$ cat config.mk
export PLATFORM = sky130hd
export DESIGN_NAME = pirq_allocator
export DESIGN_NICKNAME = d
export VERILOG_FILES = /design/src/rtl/pirq_pkg.sv /design/src/rtl/pirq_link_tbl.sv /design/src/rtl/pirq_irq_tbl.sv /design/src/rtl/pirq_ctrl.sv /design/src/rtl/pirq_allocator.sv
export SDC_FILE = /design/constraint.sdc
export NUM_CORES = 1
export LEC_CHECK = 0
export BUFFER_PORTS_ARGS = -buffer_cell sky130_fd_sc_hd__buf_2
export CORE_MARGIN = 2
export CORE_UTILIZATION = 50
export DETAILED_ROUTE_END_ITERATION = 12
export PLACE_DENSITY = 0.66
export SYNTH_ARGS = -nofsm -noshare
export SYNTH_HDL_FRONTEND = slang
export SYNTH_SLANG_ARGS = --single-unit
$ cat constraint.sdc
create_clock -name clk -period 16.4 [get_ports clk]
set_clock_uncertainty 0.2 [all_clocks]
set_input_delay 2.46 -clock clk [delete_from_list [all_inputs] [get_ports clk]]
set_output_delay 2.46 -clock clk [all_outputs]
set_load 0.01 [all_outputs]
$ cat src/rtl/pirq_pkg.sv
package pirq_pkg;
  typedef enum logic [1:0] {
    ST_IDLE = 2'd0,
    ST_LINK = 2'd1,
    ST_IRQ  = 2'd2
  } alloc_st_e;

  typedef enum logic {
    OP_RESERVE = 1'b0,
    OP_USE     = 1'b1
  } cmd_op_e;

  localparam logic [7:0] ROUTE_OFF = 8'h80;
endpackage

$ cat src/rtl/pirq_link_tbl.sv
module pirq_link_tbl #(
  parameter int N_LINK = 8,
  parameter int N_IRQ  = 16,
  parameter int CNT_W  = 8,
  localparam int LINK_IW = $clog2(N_LINK),
  localparam int IRQ_W   = $clog2(N_IRQ)
) (
  input  logic                           clk,
  input  logic                           rst_n,
  input  logic                           inc_en,
  input  logic [LINK_IW-1:0]             inc_idx,
  input  logic                           set_en,
  input  logic [LINK_IW-1:0]             set_idx,
  input  logic [IRQ_W-1:0]               set_irq,
  output logic [N_LINK-1:0][CNT_W-1:0]   use_cnt,
  output logic [N_LINK-1:0]              unrouted
);
  import pirq_pkg::*;
  localparam logic [CNT_W-1:0] CNT_MAX = '1;

  for (genvar g = 0; g < N_LINK; g++) begin : g_link
    logic [7:0] route_q;
    always_ff @(posedge clk or negedge rst_n) begin
      if (!rst_n) begin
        use_cnt[g] <= '0;
        route_q    <= ROUTE_OFF;
      end else begin
        if (inc_en && inc_idx == LINK_IW'(g) && use_cnt[g] != CNT_MAX)
          use_cnt[g] <= use_cnt[g] + 1'b1;
        if (set_en && set_idx == LINK_IW'(g))
          route_q <= 8'(set_irq);
      end
    end
    assign unrouted[g] = (route_q == ROUTE_OFF);
  end
endmodule

$ cat src/rtl/pirq_irq_tbl.sv
module pirq_irq_tbl #(
  parameter int              N_IRQ    = 16,
  parameter int              CNT_W    = 8,
  parameter logic [N_IRQ-1:0] IRQ_MASK = 16'hDEF8,
  localparam int IRQ_W = $clog2(N_IRQ)
) (
  input  logic                          clk,
  input  logic                          rst_n,
  input  logic                          cmd_valid,
  input  logic                          cmd_op,
  input  logic [IRQ_W-1:0]              cmd_irq,
  input  logic                          alloc_accept,
  input  logic                          inc_en,
  input  logic [IRQ_W-1:0]              inc_idx,
  output logic [N_IRQ-1:0][CNT_W-1:0]   irq_cnt,
  output logic                          cmd_err
);
  import pirq_pkg::*;
  localparam logic [CNT_W-1:0] SENT   = '1;
  localparam logic [CNT_W-1:0] CNT_TOP = SENT - 1'b1;

  logic open_q;
  logic cmd_ok;

  assign cmd_ok = cmd_valid && open_q && !alloc_accept;

  always_ff @(posedge clk or negedge rst_n) begin
    if (!rst_n) begin
      open_q  <= 1'b1;
      cmd_err <= 1'b0;
    end else begin
      if (alloc_accept) open_q <= 1'b0;
      if (cmd_valid && !cmd_ok) cmd_err <= 1'b1;
    end
  end

  for (genvar g = 0; g < N_IRQ; g++) begin : g_irq
    localparam logic [CNT_W-1:0] RST_VAL = IRQ_MASK[g] ? '0 : SENT;
    logic hit_cmd, hit_inc;
    assign hit_cmd = cmd_ok && cmd_irq == IRQ_W'(g);
    assign hit_inc = inc_en && inc_idx == IRQ_W'(g);
    always_ff @(posedge clk or negedge rst_n) begin
      if (!rst_n) begin
        irq_cnt[g] <= RST_VAL;
      end else if (hit_cmd && cmd_op == OP_RESERVE) begin
        irq_cnt[g] <= SENT;
      end else if ((hit_cmd || hit_inc) && irq_cnt[g] < CNT_TOP) begin
        irq_cnt[g] <= irq_cnt[g] + 1'b1;
      end
    end
  end
endmodule

$ cat src/rtl/pirq_ctrl.sv
module pirq_ctrl #(
  parameter int N_LINK   = 8,
  parameter int N_IRQ    = 16,
  parameter int CNT_W    = 8,
  parameter int SLOT_W   = 5,
  parameter int FIX_BASE = 4,
  localparam int LINK_IW = $clog2(N_LINK),
  localparam int IRQ_W   = $clog2(N_IRQ),
  localparam int NUM_W   = $clog2(N_LINK + 1),
  localparam int SUM_W   = SLOT_W + 4
) (
  input  logic                          clk,
  input  logic                          rst_n,
  input  logic                          alloc_valid,
  input  logic [SLOT_W-1:0]             slot,
  input  logic [1:0]                    intpin,
  input  logic                          fixed_mode,
  input  logic [N_LINK-1:0][CNT_W-1:0]  link_cnt,
  input  logic [N_LINK-1:0]             link_unrouted,
  input  logic [N_IRQ-1:0][CNT_W-1:0]   irq_cnt,
  output logic                          alloc_ready,
  output logic                          alloc_accept,
  output logic                          busy,
  output logic                          link_inc_en,
  output logic [LINK_IW-1:0]            link_inc_idx,
  output logic                          irq_inc_en,
  output logic [IRQ_W-1:0]              irq_inc_idx,
  output logic [LINK_IW-1:0]            sel_link,
  output logic                          done,
  output logic [NUM_W-1:0]              link_num,
  output logic                          route_we,
  output logic [IRQ_W-1:0]              route_irq
);
  import pirq_pkg::*;
  localparam logic [CNT_W-1:0] SENT = '1;

  alloc_st_e           state;
  logic [LINK_IW-1:0]  l_idx, l_best, fix_idx, l_win;
  logic [CNT_W-1:0]    l_best_cnt, l_cand;
  logic                fixed_q, l_take, l_last;
  logic [IRQ_W-1:0]    i_idx, i_best, i_win;
  logic [CNT_W-1:0]    i_best_cnt, i_cand;
  logic                i_found, i_take, i_last, i_any;
  logic [SUM_W-1:0]    fix_sum;

  assign fix_sum = SUM_W'(FIX_BASE) + SUM_W'(slot) + SUM_W'(intpin) + SUM_W'(1);

  assign l_cand = link_cnt[l_idx];
  assign l_take = (l_idx == '0) || (l_cand < l_best_cnt);
  assign l_last = (l_idx == LINK_IW'(N_LINK - 1));
  assign l_win  = fixed_q ? fix_idx : (l_take ? l_idx : l_best);

  assign i_cand = irq_cnt[i_idx];
  assign i_take = (i_cand != SENT) && (!i_found || i_cand < i_best_cnt);
  assign i_last = (i_idx == IRQ_W'(N_IRQ - 1));
  assign i_win  = i_take ? i_idx : i_best;
  assign i_any  = i_take || i_found;

  assign alloc_ready  = (state == ST_IDLE);
  assign busy         = !alloc_ready;
  assign alloc_accept = alloc_valid && alloc_ready;

  assign link_inc_en  = (state == ST_LINK) && l_last;
  assign link_inc_idx = l_win;
  assign irq_inc_en   = (state == ST_IRQ) && i_last && i_any;
  assign irq_inc_idx  = i_win;

  always_ff @(posedge clk or negedge rst_n) begin
    if (!rst_n) begin
      state      <= ST_IDLE;
      l_idx      <= '0;
      l_best     <= '0;
      l_best_cnt <= '0;
      fix_idx    <= '0;
      fixed_q    <= 1'b0;
      sel_link   <= '0;
      i_idx      <= '0;
      i_best     <= '0;
      i_best_cnt <= '0;
      i_found    <= 1'b0;
      done       <= 1'b0;
      link_num   <= '0;
      route_we   <= 1'b0;
      route_irq  <= '0;
    end else begin
      done     <= 1'b0;
      route_we <= 1'b0;
      unique case (state)
        ST_IDLE: begin
          if (alloc_valid) begin
            state   <= ST_LINK;
            l_idx   <= '0;
            fixed_q <= fixed_mode;
            fix_idx <= fix_sum[LINK_IW-1:0];
          end
        end
        ST_LINK: begin
          if (!l_last) begin
            l_idx <= l_idx + 1'b1;
            if (l_take) begin
              l_best     <= l_idx;
              l_best_cnt <= l_cand;
            end
          end else begin
            sel_link <= l_win;
            link_num <= NUM_W'(l_win) + NUM_W'(1);
            if (link_unrouted[l_win]) begin
              state   <= ST_IRQ;
              i_idx   <= '0;
              i_found <= 1'b0;
            end else begin
              state <= ST_IDLE;
              done  <= 1'b1;
            end
          end
        end
        ST_IRQ: begin
          if (!i_last) begin
            i_idx <= i_idx + 1'b1;
            if (i_take) begin
              i_best     <= i_idx;
              i_best_cnt <= i_cand;
              i_found    <= 1'b1;
            end
          end else begin
            state <= ST_IDLE;
            done  <= 1'b1;
            if (i_any) begin
              route_we  <= 1'b1;
              route_irq <= i_win;
            end
          end
        end
        default: state <= ST_IDLE;
      endcase
    end
  end
endmodule

$ cat src/rtl/pirq_allocator.sv
module pirq_allocator #(
  parameter int               N_LINK   = 8,
  parameter int               N_IRQ    = 16,
  parameter int               CNT_W    = 8,
  parameter int               SLOT_W   = 5,
  parameter int               FIX_BASE = 4,
  parameter logic [N_IRQ-1:0] IRQ_MASK = 16'hDEF8,
  localparam int LINK_IW = $clog2(N_LINK),
  localparam int IRQ_W   = $clog2(N_IRQ),
  localparam int NUM_W   = $clog2(N_LINK + 1)
) (
  input  logic              clk,
  input  logic              rst_n,
  input  logic              alloc_valid,
  output logic              alloc_ready,
  input  logic [SLOT_W-1:0] slot,
  input  logic [1:0]        intpin,
  input  logic              fixed_mode,
  input  logic              cmd_valid,
  input  logic              cmd_op,
  input  logic [IRQ_W-1:0]  cmd_irq,
  output logic              busy,
  output logic              done,
  output logic [NUM_W-1:0]  link_num,
  output logic              route_we,
  output logic [NUM_W-1:0]  route_link,
  output logic [IRQ_W-1:0]  route_irq,
  output logic              cmd_err
);
  logic [N_LINK-1:0][CNT_W-1:0] link_cnt;
  logic [N_LINK-1:0]            link_unrouted;
  logic [N_IRQ-1:0][CNT_W-1:0]  irq_cnt;
  logic                         alloc_accept;
  logic                         link_inc_en, irq_inc_en;
  logic [LINK_IW-1:0]           link_inc_idx, sel_link;
  logic [IRQ_W-1:0]             irq_inc_idx;

  assign route_link = link_num;

  pirq_ctrl #(
    .N_LINK(N_LINK), .N_IRQ(N_IRQ), .CNT_W(CNT_W),
    .SLOT_W(SLOT_W), .FIX_BASE(FIX_BASE)
  ) u_ctrl (
    .clk          (clk),
    .rst_n        (rst_n),
    .alloc_valid  (alloc_valid),
    .slot         (slot),
    .intpin       (intpin),
    .fixed_mode   (fixed_mode),
    .link_cnt     (link_cnt),
    .link_unrouted(link_unrouted),
    .irq_cnt      (irq_cnt),
    .alloc_ready  (alloc_ready),
    .alloc_accept (alloc_accept),
    .busy         (busy),
    .link_inc_en  (link_inc_en),
    .link_inc_idx (link_inc_idx),
    .irq_inc_en   (irq_inc_en),
    .irq_inc_idx  (irq_inc_idx),
    .sel_link     (sel_link),
    .done         (done),
    .link_num     (link_num),
    .route_we     (route_we),
    .route_irq    (route_irq)
  );

  pirq_link_tbl #(
    .N_LINK(N_LINK), .N_IRQ(N_IRQ), .CNT_W(CNT_W)
  ) u_links (
    .clk     (clk),
    .rst_n   (rst_n),
    .inc_en  (link_inc_en),
    .inc_idx (link_inc_idx),
    .set_en  (irq_inc_en),
    .set_idx (sel_link),
    .set_irq (irq_inc_idx),
    .use_cnt (link_cnt),
    .unrouted(link_unrouted)
  );

  pirq_irq_tbl #(
    .N_IRQ(N_IRQ), .CNT_W(CNT_W), .IRQ_MASK(IRQ_MASK)
  ) u_irqs (
    .clk         (clk),
    .rst_n       (rst_n),
    .cmd_valid   (cmd_valid),
    .cmd_op      (cmd_op),
    .cmd_irq     (cmd_irq),
    .alloc_accept(alloc_accept),
    .inc_en      (irq_inc_en),
    .inc_idx     (irq_inc_idx),
    .irq_cnt     (irq_cnt),
    .cmd_err     (cmd_err)
  );
endmodule

==> results.md <==
- # DRC: 0
- Avg WL per Cell: 18.3 µm
- Resize count post-CTS: 0
- Vias/cell: 5.87
- Register area share after synthesis: 44.7%
- Clock Sinks: 284
- Max Clk Rate: 165 MHz
- Total chip power: 1.82 mW
- Starting density of the core: 50.8%
- Min Tclk post-route: 6.08 ns
- CTS tree: done
- DRT antenna net count: 0
- Slew margin rel.: 28.0%
- Cell area after layout: 0.0176 mm²
- Crit. End Element: flip-flop
- Root buffer cell: clkbuf_16
- Required @ worst endpoint: 16.64 ns
- H-tree depth: 2
- Num rows: 65
- RSZ-0062 raised after global routing: false
- Footprint of the multi-input gates: 0.00838 mm²
- Syn nets: 1,612
- Initial antenna violation count: 0
- Yosys warnings: 0
- Total track usage: 22.5%
- Final period util: 37.0%
- GP Congestion: 0.894
- CTS hold repair buffers: 0
- Clock Latency Late Sink: 0.52 ns
- Run status: finished, final reports clean
- Vias in the first global route: 11,600
- Final #Nets: 1,646
- Worst hold path type: reg -> reg
- Register Area: 0.00717 mm²
- Setup WS pre-CTS: 10.30 ns
- Synth Flop Type: dfrtp_1
- Number of I/O port buffers: 31
- Final WS setup: 10.32 ns
- Arrival @ worst endpoint: 6.31 ns
- CTS Buf Count: 35
- Hpwl dp: 26,700 µm
- 1st-pass router iterations: 5
- Hold Fails Final Rpt: 0
- Lkg Pwr: 8.44 nW
- N_diodes: 0
- Largest net degree at the start of global routing: 84
- Vias: 11,800
- Max_cap viols: 0
- FF-to-FF setup slack: 10.32 ns
- # fillers: 2,728
- Cell total after placement: 1,941
- Die W: 183 µm
- CORE AREA: 0.0316 mm²
- Slew at the pin closest to its max-slew limit: 1.05 ns
- Final setup viols: 0
- Async set-reset flop share out of synthesis: 100%
- Maximum vdd drop: 0.0000941 V
- Layout cells sized above 1: 16.7%
- PD cells: 104 mW/mm²
- Cells after Synth: 1,542
- Synth Cell Area: 0.0160 mm²
- Post-CTS setup buffer count: 0
- Placed cell areas: 0.0165 mm²
- Die height: 183 µm
- Ports: 34
- Most frequent cells in the layout: 252 x nand2_1, 233 x dfrtp_1, 103 x nor2_1, 87 x xor2_1, 75 x nand3_1
- Worst-path clk slew: 0.06 ns
- Post-synth EDFFs: 0
- Area Growth Syn to Fin: 9.60%
- Global route overflow: 0
- Fin. max-slew vios: 0
- First-pass GRT wire length: 60,700 µm
- CP max FO: 19
- Synth unique cells: 87
- Syn_area_per_cell: 10.4 µm²
- Setup CP Type: reg -> reg
- Setup TNS: 0 ns
- Synth Register Bits: 284
- Fin cells: 2,003
- DRT Wirelength: 36,700 µm
- Commonest non-fill, non-tap cell in the layout: nand2_1
- Die area: 0.0335 mm²
- Crit start category: flip-flop
- CTS Buffer Depth: 3
- DRT iter0 DRCs: 723
-- routing by layer --
metal  part of all wire [%]  routed length, µm  global-route usage, %  up-vias
li1                       -                  -                      -     5641
met1                     46              16900                   31.5     5817
met2                     47              17100                   36.1      240
met3                    4.7               1740                   3.81       64
met4                    2.6                965                   6.85        0
met5                      0                  0                      0        -
-- layout make-up --
type | instances | share of cell area (%)
multi-input cells | 1162 | 47.7
flip-flops and latches | 284 | 40.8
clock buffers | 53 | 5.78
well taps | 402 | 2.86
repair buffers | 39 | 1.28
inverters | 54 | 1.15
clock inverters | 9 | 0.378
-- stage by stage --
stage	hold slack, ns	utilization, %
6_report	0.261	55.7
5_1_grt	0.283	55.7
3_3_place_gp	0.235	52.2
2_1_floorplan	0.242	-
3_5_place_dp	0.245	52.2
4_1_cts	0.265	55.7
-- cell usage after synthesis, types with 4 or more instances --
master,instances,area [µm²]
buf_1,4,15.0
a31oi_1,8,50.1
a22oi_1,16,120
o2111ai_1,5,43.8
or3_1,9,56.3
mux2i_1,8,80.1
nor2b_1,14,87.6
dfstp_2,49,1290
dfrtp_1,235,5880
nor2_1,103,387
xnor2_1,44,385
o21ai_0,45,225
mux2_2,20,225
buf_4,7,52.6
nor4_1,10,62.6
and4_1,6,52.6
clkbuf_1,17,63.8
o211ai_1,12,90.1
and3_1,55,344
nand4_1,61,382
or2_2,7,43.8
mux4_2,48,1080
o41ai_4,8,220
buf_6,5,56.3
nor3_1,16,80.1
xor2_1,87,762
nand2b_1,4,25.0
nand3b_1,8,60.1
nand3_2,4,40.0
a22o_1,7,61.3
nand2_1,252,946
and2_1,17,106
ha_1,52,651
inv_1,53,199
nand3_1,75,375
a311oi_2,4,60.1
buf_2,6,30.0
a211o_1,4,35.0
a221o_1,4,40.0
a21oi_1,62,310
a211oi_1,6,45.0
nand2_2,8,50.1
-- final timing paths --
path,from,end,cells past startpoint
setup / recovery,u_ctrl.l_idx[0],u_links.use_cnt[55],17
hold / removal,u_irqs.cmd_err,u_irqs.cmd_err,1
setup reg to reg,u_ctrl.l_idx[0],u_links.use_cnt[55],17
hold reg to reg,u_irqs.cmd_err,u_irqs.cmd_err,1
max in group asynchronous,rst_n,u_irqs.irq_cnt[102],3
min in group asynchronous,rst_n,u_links.use_cnt[5],1
-- sequential cells by signal, indices dropped and copies added, names as in the netlist, 4 cells and up --
register / count
u_links.g_link.route_q: 40
u_ctrl.i_best: 4
u_ctrl.i_idx: 4
u_ctrl.link_num: 4
u_ctrl.l_best_cnt: 8
u_links.use_cnt: 64
u_irqs.irq_cnt: 128
u_ctrl.route_irq: 4
u_ctrl.i_best_cnt: 8
-- report_power, final --
part,internal (mW),total [mW],switching (mW)
clock network,0.429,0.724,0.295
logic,0.120,0.319,0.199
registers,0.734,0.781,0.0472
total,1.28,1.82,0.542
-- cell families after synthesis --
logic type	synth area share, %
AO/OA/AOI/OAI	11.3
XOR/XNOR	7.16
adder cells (fa/ha/maj)	4.19
buffers and inverters	2.97
flip-flops	44.7
multiplexers	9.05
AND/OR/NAND/NOR	20.6
-- critical path: stages, from the launching register on --
cell       delay, ns
dfrtp_1         1.06
mux4_2          0.61
nand2_1         0.10
nand2_1         0.09
ha_1            0.30
nand2_1         0.06
a2111oi_0       0.65
o2bb2ai_1       0.21
or4b_2          0.64
o311a_1         0.25
inv_1           0.16
ha_1            0.16
nand2_1         0.13
a311oi_2        0.55
nand4_1         0.21
or2_1           0.30
nor2_1          0.14
xor2_1          0.16
Note: power is estimated with default switching activity, not from simulation.
